$ cat src/rtl/alf_pkg.sv
package alf_pkg;
  localparam int TAG_W      = 16;
  localparam int SLOT_W     = 20;
  localparam int NUM_SLOTS  = 13;
  localparam int FRAME_LEN  = TAG_W + (NUM_SLOTS - 1) * SLOT_W;
  localparam int SLOT_IDX_W = $clog2(NUM_SLOTS);
  localparam int BIT_IDX_W  = $clog2(SLOT_W);

  localparam int SLOT_ADDR  = 1;
  localparam int SLOT_DATA  = 2;
  localparam int SLOT_LEFT  = 3;
  localparam int SLOT_RIGHT = 4;

  typedef logic [SLOT_IDX_W-1:0] slot_idx_t;
  typedef logic [BIT_IDX_W-1:0]  bit_idx_t;
  typedef logic [SLOT_W-1:0]     word_t;

  // Position inside the frame: slot number and index of the bit within it
  // (counts down, so the index is also the bit position of the slot word).
  typedef struct packed {
    slot_idx_t slot;
    bit_idx_t  bitn;
  } frame_pos_t;
endpackage

$ cat src/rtl/alf_timing.sv
module alf_timing
  import alf_pkg::*;
(
  input  logic       clk,
  input  logic       rst_n,
  output frame_pos_t pos_q,
  output frame_pos_t pos_d,
  output logic       last_bit,
  output logic       sync_q,
  output logic       strobe_q
);
  localparam slot_idx_t LAST_SLOT = slot_idx_t'(NUM_SLOTS - 1);
  localparam bit_idx_t  TAG_TOP   = bit_idx_t'(TAG_W - 1);
  localparam bit_idx_t  WORD_TOP  = bit_idx_t'(SLOT_W - 1);

  logic sync_d;
  logic strobe_d;

  // Next-state: walk slot 0 (16 bits) then slots 1..12 (20 bits each).
  always_comb begin
    last_bit = (pos_q.slot == LAST_SLOT) && (pos_q.bitn == '0);
    pos_d    = pos_q;
    if (last_bit) begin
      pos_d.slot = '0;
      pos_d.bitn = TAG_TOP;
    end else if (pos_q.bitn == '0) begin
      pos_d.slot = pos_q.slot + slot_idx_t'(1);
      pos_d.bitn = WORD_TOP;
    end else begin
      pos_d.bitn = pos_q.bitn - bit_idx_t'(1);
    end
    sync_d   = (pos_d.slot == '0);
    strobe_d = last_bit;
  end

  // Reset parks the counter on the final bit so the first edge opens a frame.
  always_ff @(posedge clk or negedge rst_n) begin
    if (!rst_n) begin
      pos_q.slot <= LAST_SLOT;
      pos_q.bitn <= '0;
      sync_q     <= 1'b0;
      strobe_q   <= 1'b0;
    end else begin
      pos_q      <= pos_d;
      sync_q     <= sync_d;
      strobe_q   <= strobe_d;
    end
  end
endmodule

$ cat src/rtl/alf_tx.sv
module alf_tx
  import alf_pkg::*;
(
  input  logic       clk,
  input  logic       rst_n,
  input  logic       load,
  input  frame_pos_t pos_d,
  input  logic       cmd_valid,
  input  word_t      cmd_addr,
  input  word_t      cmd_data,
  input  word_t      pcm_left,
  input  word_t      pcm_right,
  output logic       sdo_q,
  output logic       cmd_taken_q
);
  logic  has_cmd_q, has_cmd_d;
  word_t addr_q, addr_d;
  word_t data_q, data_d;
  word_t left_q, left_d;
  word_t right_q, right_d;
  logic [TAG_W-1:0] tag_d;
  word_t words [NUM_SLOTS];
  logic  sdo_d;

  // Frame contents: new values are taken on the last bit of a frame and
  // used at once for the first bit of the next one.
  always_comb begin
    has_cmd_d = has_cmd_q;
    addr_d    = addr_q;
    data_d    = data_q;
    left_d    = left_q;
    right_d   = right_q;
    if (load) begin
      has_cmd_d = cmd_valid;
      addr_d    = cmd_valid ? cmd_addr : '0;
      data_d    = cmd_valid ? cmd_data : '0;
      left_d    = pcm_left;
      right_d   = pcm_right;
    end
    tag_d = {1'b1, has_cmd_d, has_cmd_d, 2'b11, {(TAG_W-7){1'b0}}, 2'b00};
  end

  generate
    for (genvar s = 0; s < NUM_SLOTS; s++) begin : g_slot
      if (s == 0) begin : g_tag
        assign words[s] = {{(SLOT_W-TAG_W){1'b0}}, tag_d};
      end else if (s == SLOT_ADDR) begin : g_addr
        assign words[s] = addr_d;
      end else if (s == SLOT_DATA) begin : g_data
        assign words[s] = data_d;
      end else if (s == SLOT_LEFT) begin : g_left
        assign words[s] = left_d;
      end else if (s == SLOT_RIGHT) begin : g_right
        assign words[s] = right_d;
      end else begin : g_pad
        assign words[s] = '0;
      end
    end
  endgenerate

  always_comb begin
    if (int'(pos_d.slot) < NUM_SLOTS) sdo_d = words[pos_d.slot][pos_d.bitn];
    else                              sdo_d = 1'b0;
  end

  always_ff @(posedge clk or negedge rst_n) begin
    if (!rst_n) begin
      has_cmd_q   <= 1'b0;
      addr_q      <= '0;
      data_q      <= '0;
      left_q      <= '0;
      right_q     <= '0;
      sdo_q       <= 1'b0;
      cmd_taken_q <= 1'b0;
    end else begin
      if (load) begin
        has_cmd_q <= has_cmd_d;
        addr_q    <= addr_d;
        data_q    <= data_d;
        left_q    <= left_d;
        right_q   <= right_d;
      end
      sdo_q       <= sdo_d;
      cmd_taken_q <= load & cmd_valid;
    end
  end
endmodule

$ cat src/rtl/alf_rx.sv
module alf_rx
  import alf_pkg::*;
(
  input  logic       clk,
  input  logic       rst_n,
  input  logic       early,
  input  logic       sdi,
  input  frame_pos_t pos_q,
  input  frame_pos_t pos_d,
  output logic       ready_q,
  output word_t      left_q,
  output word_t      right_q
);
  frame_pos_t samp;
  word_t      sh_q, sh_d;
  logic       slot_end;
  logic       take_ready, take_left, take_right;

  // In early mode the bit on the wire already belongs to the next position.
  always_comb begin
    samp       = early ? pos_d : pos_q;
    sh_d       = {sh_q[SLOT_W-2:0], sdi};
    slot_end   = (samp.bitn == '0);
    take_ready = slot_end && (int'(samp.slot) == 0);
    take_left  = slot_end && (int'(samp.slot) == SLOT_LEFT);
    take_right = slot_end && (int'(samp.slot) == SLOT_RIGHT);
  end

  always_ff @(posedge clk or negedge rst_n) begin
    if (!rst_n) begin
      sh_q    <= '0;
      ready_q <= 1'b0;
      left_q  <= '0;
      right_q <= '0;
    end else begin
      sh_q <= sh_d;
      if (take_ready) ready_q <= sh_d[TAG_W-1];
      if (take_left)  left_q  <= sh_d;
      if (take_right) right_q <= sh_d;
    end
  end
endmodule

$ cat src/rtl/ac_link_framer.sv
module ac_link_framer
  import alf_pkg::*;
(
  input  logic              bit_clk,
  input  logic              rst_n,
  input  logic              early_rx,
  input  logic              cmd_valid,
  input  logic [SLOT_W-1:0] cmd_addr,
  input  logic [SLOT_W-1:0] cmd_data,
  output logic              cmd_taken,
  input  logic [SLOT_W-1:0] pcm_left_in,
  input  logic [SLOT_W-1:0] pcm_right_in,
  output logic              frame_strobe,
  output logic              sync,
  output logic              sdata_out,
  input  logic              sdata_in,
  output logic              codec_ready,
  output logic [SLOT_W-1:0] cap_left,
  output logic [SLOT_W-1:0] cap_right
);
  frame_pos_t pos_q;
  frame_pos_t pos_d;
  logic       last_bit;

  alf_timing u_timing (
    .clk      (bit_clk),
    .rst_n    (rst_n),
    .pos_q    (pos_q),
    .pos_d    (pos_d),
    .last_bit (last_bit),
    .sync_q   (sync),
    .strobe_q (frame_strobe)
  );

  alf_tx u_tx (
    .clk         (bit_clk),
    .rst_n       (rst_n),
    .load        (last_bit),
    .pos_d       (pos_d),
    .cmd_valid   (cmd_valid),
    .cmd_addr    (cmd_addr),
    .cmd_data    (cmd_data),
    .pcm_left    (pcm_left_in),
    .pcm_right   (pcm_right_in),
    .sdo_q       (sdata_out),
    .cmd_taken_q (cmd_taken)
  );

  alf_rx u_rx (
    .clk     (bit_clk),
    .rst_n   (rst_n),
    .early   (early_rx),
    .sdi     (sdata_in),
    .pos_q   (pos_q),
    .pos_d   (pos_d),
    .ready_q (codec_ready),
    .left_q  (cap_left),
    .right_q (cap_right)
  );
endmodule

$ cat config.mk
export PLATFORM = sky130hd
export DESIGN_NAME = ac_link_framer
export DESIGN_NICKNAME = d
export VERILOG_FILES = /design/src/rtl/alf_pkg.sv /design/src/rtl/alf_timing.sv /design/src/rtl/alf_tx.sv /design/src/rtl/alf_rx.sv /design/src/rtl/ac_link_framer.sv
export SDC_FILE = /design/constraint.sdc
export NUM_CORES = 1
export LEC_CHECK = 0
export BUFFER_PORTS_ARGS = -buffer_cell sky130_fd_sc_hd__buf_4
export CORE_MARGIN = 2
export CORE_UTILIZATION = 50
export CTS_BUF_LIST = sky130_fd_sc_hd__clkbuf_16
export CTS_CLUSTER_DIAMETER = 30
export DETAILED_ROUTE_END_ITERATION = 10
export GPL_TIMING_DRIVEN = 0
export PLACE_DENSITY = 0.76
export SLEW_MARGIN = 10
export SYNTH_ARGS = -nofsm -noshare
export SYNTH_HDL_FRONTEND = slang
export SYNTH_SLANG_ARGS = --single-unit
$ cat constraint.sdc
create_clock -name bit_clk -period 2.7 [get_ports bit_clk]
set_input_delay 0 -clock bit_clk [delete_from_list [all_inputs] [get_ports bit_clk]]
set_output_delay 0 -clock bit_clk [all_outputs]
set_load 0.05 [all_outputs]
=== Word level (Yosys, flattened, before mapping) ===
Cells that the tools add are included.

* $add $sub $neg: 2
* $mul: 0
* Divide/modulo/power cells: 0
* Magnitude comparators: 3
* Equality and inequality tests: 3
* Shift-type cells: 0
* Multiplexer cells: 17
* Bitwise logic cells: 2
* Reduce and logical (&&, ||, !) cells: 8

{| class="wikitable"
|+ Operators by type and width
! operator !! count
|-
| $mux 20 || 8
|-
| $bmux 20 s4 || 1
|-
| $mux 9 || 2
|-
| $logic_not 5->1 || 2
|-
| $eq 4x4->1 const B || 2
|-
| $logic_not 4->1 || 2
|-
| $lt 5x6->1 const B || 1
|-
| $bmux 1 s5 || 1
|-
| $ge 5x5->1 const B || 1
|-
| $mux 5 || 1
|-
| $not 4->5 || 1
|-
| $sub 5x1->5 const B || 1
|-
| $add 4x1->4 const B || 1
|-
| $eq 4x3->1 const B || 1
|-
| $logic_and 1x1->1 || 4
|-
| $lt 4x4->1 const B || 1
|-
| $mux 4 || 1
|-
| $mux 1 || 3
|-
| $and 1x1->1 || 1
|}

* Register bits after elaboration: 154
* Latch bits: 0
* Bits in writable memories: 0
* Memory bits (read-only): 0
* Bits of input ports: 85
* Output and inout bits: 45
* Word-level logic and storage cells: 50
* Memories kept: 0

=== Depth between registers and ports, before layout ===
* Depth in word-level cells: 10
* Depth in mapped cells: 15
* Gate-level depth less buffers: 11

=== By module ===
From an unflattened synthesis, not the netlist that was laid out.

* Cell total of the unflattened synthesis: 526
* Area total of the unflattened synthesis: 6966.7 um2

{| class="wikitable"
|+ Modules (own cells, without submodules)
! module !! instances !! cells each !! area each (um2) !! sequential area each (um2)
|-
| alf_tx || 1 || 352 || 4182.8 || 2077.0
|-
| alf_rx || 1 || 123 || 2248.4 || 1501.4
|-
| alf_timing || 1 || 51 || 535.5 || 277.8
|}

=== Worst setup path after synthesis ===
Ideal clock, no wire load.

* Path type: reg2reg
* From: register u_timing.pos_q[6] (netlist name)
* To: register u_tx.sdo_q
* Library setup time: 0.095 ns
* Arrival: 2.719 ns
* Required time: 2.605 ns
* Path slack: -0.114 ns
* Stages on the path, launching flop included: 15
* Buffers on the path: 4
* Clock period less this slack: 2.814 ns
* Cells stage by stage: dfrtp_1 > clkbuf_1 > inv_1 > ha_1 > and3_1 > nand2_1 > clkbuf_1 > clkbuf_1 > buf_2 > nand2_1 > a41oi_1 > nand4_1 > a31oi_1 > nand4_1 > o31ai_1

* Longest elaborated chain between the ends: 10
* Elaborated cells between the ends (all ways): 18
* Classes of those cells: 1 x add/sub; 1 x order compare; 1 x eq/ne; 13 x mux; 1 x bitwise; 1 x reduce/logical

{| class="wikitable"
|+ RTL lines
! item !! line !! source
|-
| $add 4x1->4 / $eq 4x4->1 (equally long branches) || alf_timing.sv:27, alf_timing.sv:21 ||
|-
| $mux 4 / $logic_and 1x1->1 (equally long branches) || alf_timing.sv:26, alf_timing.sv:21 ||
|-
| $mux 9 || alf_timing.sv:23 || <nowiki>if (last_bit) begin</nowiki>
|-
| $not 4->5 (implied by the code) || alf_tx.sv:62 || <nowiki>if (int'(pos_d.slot) < NUM_SLOTS) sdo_d = words[pos_d.slot][pos_d.bitn];</nowiki>
|-
| $bmux 20 s4 || alf_tx.sv:62 ||
|-
| $mux 20 (implied by the code) (2 in series) || alf_tx.sv:62 ||
|-
| $bmux 1 s5 || alf_tx.sv:62 ||
|-
| $mux 1 (implied by the code) || alf_tx.sv:62 ||
|-
| $mux 1 (*) || alf_tx.sv:62 ||
|-
| net u_tx.sdo_d || alf_tx.sv:23 || <nowiki>logic sdo_d;</nowiki>
|-
| end signal, assigned || alf_tx.sv:83 || <nowiki>sdo_q <= sdo_d;</nowiki>
|-
| end, declared || alf_tx.sv:13 || <nowiki>output logic sdo_q,</nowiki>
|}

The timed path passes the listed nets; every way through them passes the cells marked *. The select of a mux whose other input is x is not followed.
A chain may end at the register's enable or synchronous reset.

==> flow_metrics.py <==
metrics = {
    "run_status": {
        "status": "finished, violations left",
        "violations": "negative setup slack",
    },
    "clock_network": {
        "clk_latency_ns": 0.43,
        "ctsRootBufferMaster": "clkbuf_16",
        "cts_tree": "built",
        "clkSlewWorstSetupHoldPaths_ns": 0.06,
        "htreeDepth": 4,
        "cts_buffers": 17,
        "cts_buffer_depth": 2,
        "clock-sinks": 154,
    },
    "global_routing": {
        "grt_overflow": 0,
        "grt_pass1_wl_um": 33800,
        "grt_pass1_vias": 6396,
        "antenna_found_initial": 0,
        "grt.total_usage": 0.303,
        "grt_max_degree": 116,
    },
    "sta": {
        "finalSetupViolCount": 41,
        "rsz0062_at_grt": "true",
        "fin_ws_ns": -0.111,
        "fin_skew_ns": 0.00737,
        "finalCritPeriodShare": 1.04,
        "hold_viol": 0,
        "worst_pin_slew_ns": 0.686,
        "report.final.slew_viol_count": 0,
        "max-slew-margin-rel": 0.542,
        "hold_ws_ns": 0.0290,
        "fin_crit_ns": 2.81,
        "max_freq_ghz": 0.356,
    },
    "power_and_ir_drop": {
        "switching_power_uw": 1130,
        "clock_power_share": 0.468,
        "power.internal_uw": 3970,
        "fin_total_pwr_uw": 5100,
        "comb_power_share": 0.070,
        "p_leak_uw": 0.00489,
        "ir_drop_v": 0.000424,
        "sw_frac_of_total": 0.222,
        "pwr-share-seq": 0.462,
        "power.density_nw_per_um2": 490,
    },
    "floorplan": {
        "core_area_um2": 13300,
        "dieArea_um2": 14700,
        "num_rows": 42,
        "die_w_um": 121,
        "io_pins": 130,
        "die_h_um": 121,
        "start_util": 0.515,
    },
    "routing": {
        "dr.pass1.iters": 6,
        "remaining_drc_errors": 0,
        "vias": 6447,
        "first_iter_violations": 715,
        "wl_um": 22600,
        "wl_per_cell_um": 20.4,
        "via_per_inst": 5.81,
        "ant_nets": 0,
    },
    "logic_synthesis": {
        "synth_ff_type": "dfrtp_1",
        "seq_area_frac_synth": 0.560,
        "synthCells": 652,
        "synth-warning-count": 0,
        "ys_ff_latch": 154,
        "synth-edff-count": 0,
        "synth.distinct_cells": 67,
        "ys_async_sr_fraction": 1.00,
        "synth.avg_cell_area_um2": 10.6,
        "syn_area_um2": 6880,
        "synth_fp_nets": 741,
    },
    "worst_setup_path": {
        "crit_required_ns": 3.03,
        "start_kind": "register",
        "arrival_ns": 3.14,
        "endpoint_kind": "register",
        "path_class": "reg -> reg",
        "critPathMaxFanout": 9,
    },
    "place": {
        "placed_cells": 957,
        "place_area_um2": 8120,
        "pre_cts_slack_ns": -0.696,
        "dpl.hpwl_um": 13700,
        "place.gp.congestion": 0.917,
        "port_buffers": 128,
    },
    "final_layout": {
        "antennaDiodeCount": 0,
        "n_fill_cell": 823,
        "final_common_cell": "buf_4",
        "layout.nets": 1011,
        "fin_cells": 1110,
        "drive_above_1_share": 0.364,
        "fin_area_um2": 10400,
        "syn2layout_area_growth_pct": 51.2,
        "final_cell_mix": "buf_4 (158), dfrtp_1 (151), nand2_1 (150)",
    },
    "job": {
        "drv_cap": 0,
    },
    "min_path": {
        "hold_path_class": "in -> async",
    },
}
[per-layer routing]
| layer | vias to the layer above | track usage | wire length, um |
|---|---|---|---|
| li1 | 2829 | - | - |
| met1 | 3148 | 0.402 | 9080 |
| met2 | 387 | 0.483 | 10900 |
| met3 | 83 | 0.0653 | 1870 |
| met4 | 0 | 0.131 | 771 |
| met5 | - | 0 | 0 |
[per-stage QoR]
step                      setup TNS, ns  utilization
after floorplan                       0            -
after global placement           -37.05        0.606
after detailed placement         -36.92        0.608
after CTS                       -0.0424        0.751
after global routing              -4.29        0.779
final                             -1.90        0.779
[cell type report]
class,instances,area [um2],area share
flip-flops and latches,154,3860,0.371
inverters,17,91.3,0.00878
plain buffers,37,299,0.0288
multi-input cells,442,3140,0.302
clock buffers,17,425,0.0409
clock inverters,14,156,0.0150
well taps,176,220,0.0212
repair buffers,253,2210,0.213
[path summary, 6_finish.rpt]
path / to / cells after the start / slack (ns) / startpoint
max: u_tx.sdo_q / 14 / -0.11 / u_timing.pos_q[6]
min: u_tx.addr_q[8] / 2 / 0.03 / rst_n
max reg2reg: u_tx.sdo_q / 14 / -0.11 / u_timing.pos_q[6]
min reg2reg: u_rx.sh_q[4] / 0 / 0.40 / u_rx.sh_q[3]
max in group asynchronous: u_rx.left_q[16] / 3 / 1.81 / rst_n
min in group bit_clk: u_tx.data_q[13] / 4 / 0.21 / cmd_valid
[cells by family after synthesis]
| kind of cell | count (synthesis) | share of synthesized area |
|---|---|---|
| multiplexers | 68 | 0.110 |
| XOR/XNOR | 1 | 0.00127 |
| adder cells (fa/ha/maj) | 4 | 0.00727 |
| AND/OR/NAND/NOR | 247 | 0.161 |
| buffers and inverters | 57 | 0.0396 |
| flip-flops | 154 | 0.560 |
| AO/OA/AOI/OAI | 121 | 0.121 |
[flip-flops by register name (all words and copies together) (netlist names), 9 cells and up]
name	cells
u_rx.left_q	20
u_rx.right_q	20
u_tx.addr_q	20
u_tx.data_q	20
u_tx.left_q	20
u_tx.right_q	20
u_rx.sh_q	19
u_timing.pos_q	9
[synth_stat cells, types with 2 or more instances]
library cell	n	area, um2
nand2_1	154	578
dfrtp_1	152	3800
mux2_2	52	586
o21ai_0	38	190
nand3_1	29	145
clkbuf_1	21	78.8
nor2_1	17	63.8
nor3_1	15	75.1
a21oi_1	12	60.1
a31oi_1	12	75.1
inv_1	11	41.3
mux2i_1	11	110
buf_2	10	50.1
o211ai_1	9	67.6
a21o_1	6	45.0
nand4_1	6	37.5
a211oi_1	5	37.5
a221oi_1	4	35.0
buf_1	4	15.0
ha_1	4	50.1
inv_2	4	15.0
mux2_1	4	45.0
nor2b_1	4	25.0
o311a_1	4	40.0
or3_1	4	25.0
a311oi_1	3	26.3
and3_1	3	18.8
nand2b_1	3	18.8
o2111ai_1	3	26.3
o31a_1	3	26.3
a211o_1	2	17.5
buf_6	2	22.5
buf_8	2	30.0
dfstp_2	2	52.6
nor3b_1	2	15.0
o211a_1	2	20.0
o21ai_1	2	10.0
o31ai_1	2	15.0
[power groups by stage]
stage	Combinational [uW]	Sequential, uW	Clock, uW
after floorplan	31.0	2430	0
after global placement	233	2390	0
after detailed placement	245	2400	0
after CTS	342	2360	2390
after global routing	382	2360	2500
final	358	2360	2380
[repair_timing]
| item | in CTS | in global routing |
|---|---|---|
| hold buffers | 83 | 1 |
| endpoints found under the setup margin | 74 | 61 |
| resized for setup | 84 | 72 |
| cloned | 3 | 1 |
| pin swaps | 15 | 17 |
| endpoints found under the hold margin | 234 | 1 |
| buffers inserted | 24 | 13 |
[critical path, cell delays in order, from the launching register on]
cell and delay, ns:
dfrtp_1 0.40, buf_6 0.16, inv_2 0.06, ha_4 0.16, and3_4 0.22, buf_4 0.12, buf_4 0.11, nor2_4 0.05
a22oi_4 0.23, clkinv_4 0.18, nor2_1 0.15, a221oi_1 0.08, o21a_1 0.12, o311a_1 0.37, o31ai_2 0.28
Note: power is estimated with default switching activity, not from simulation.
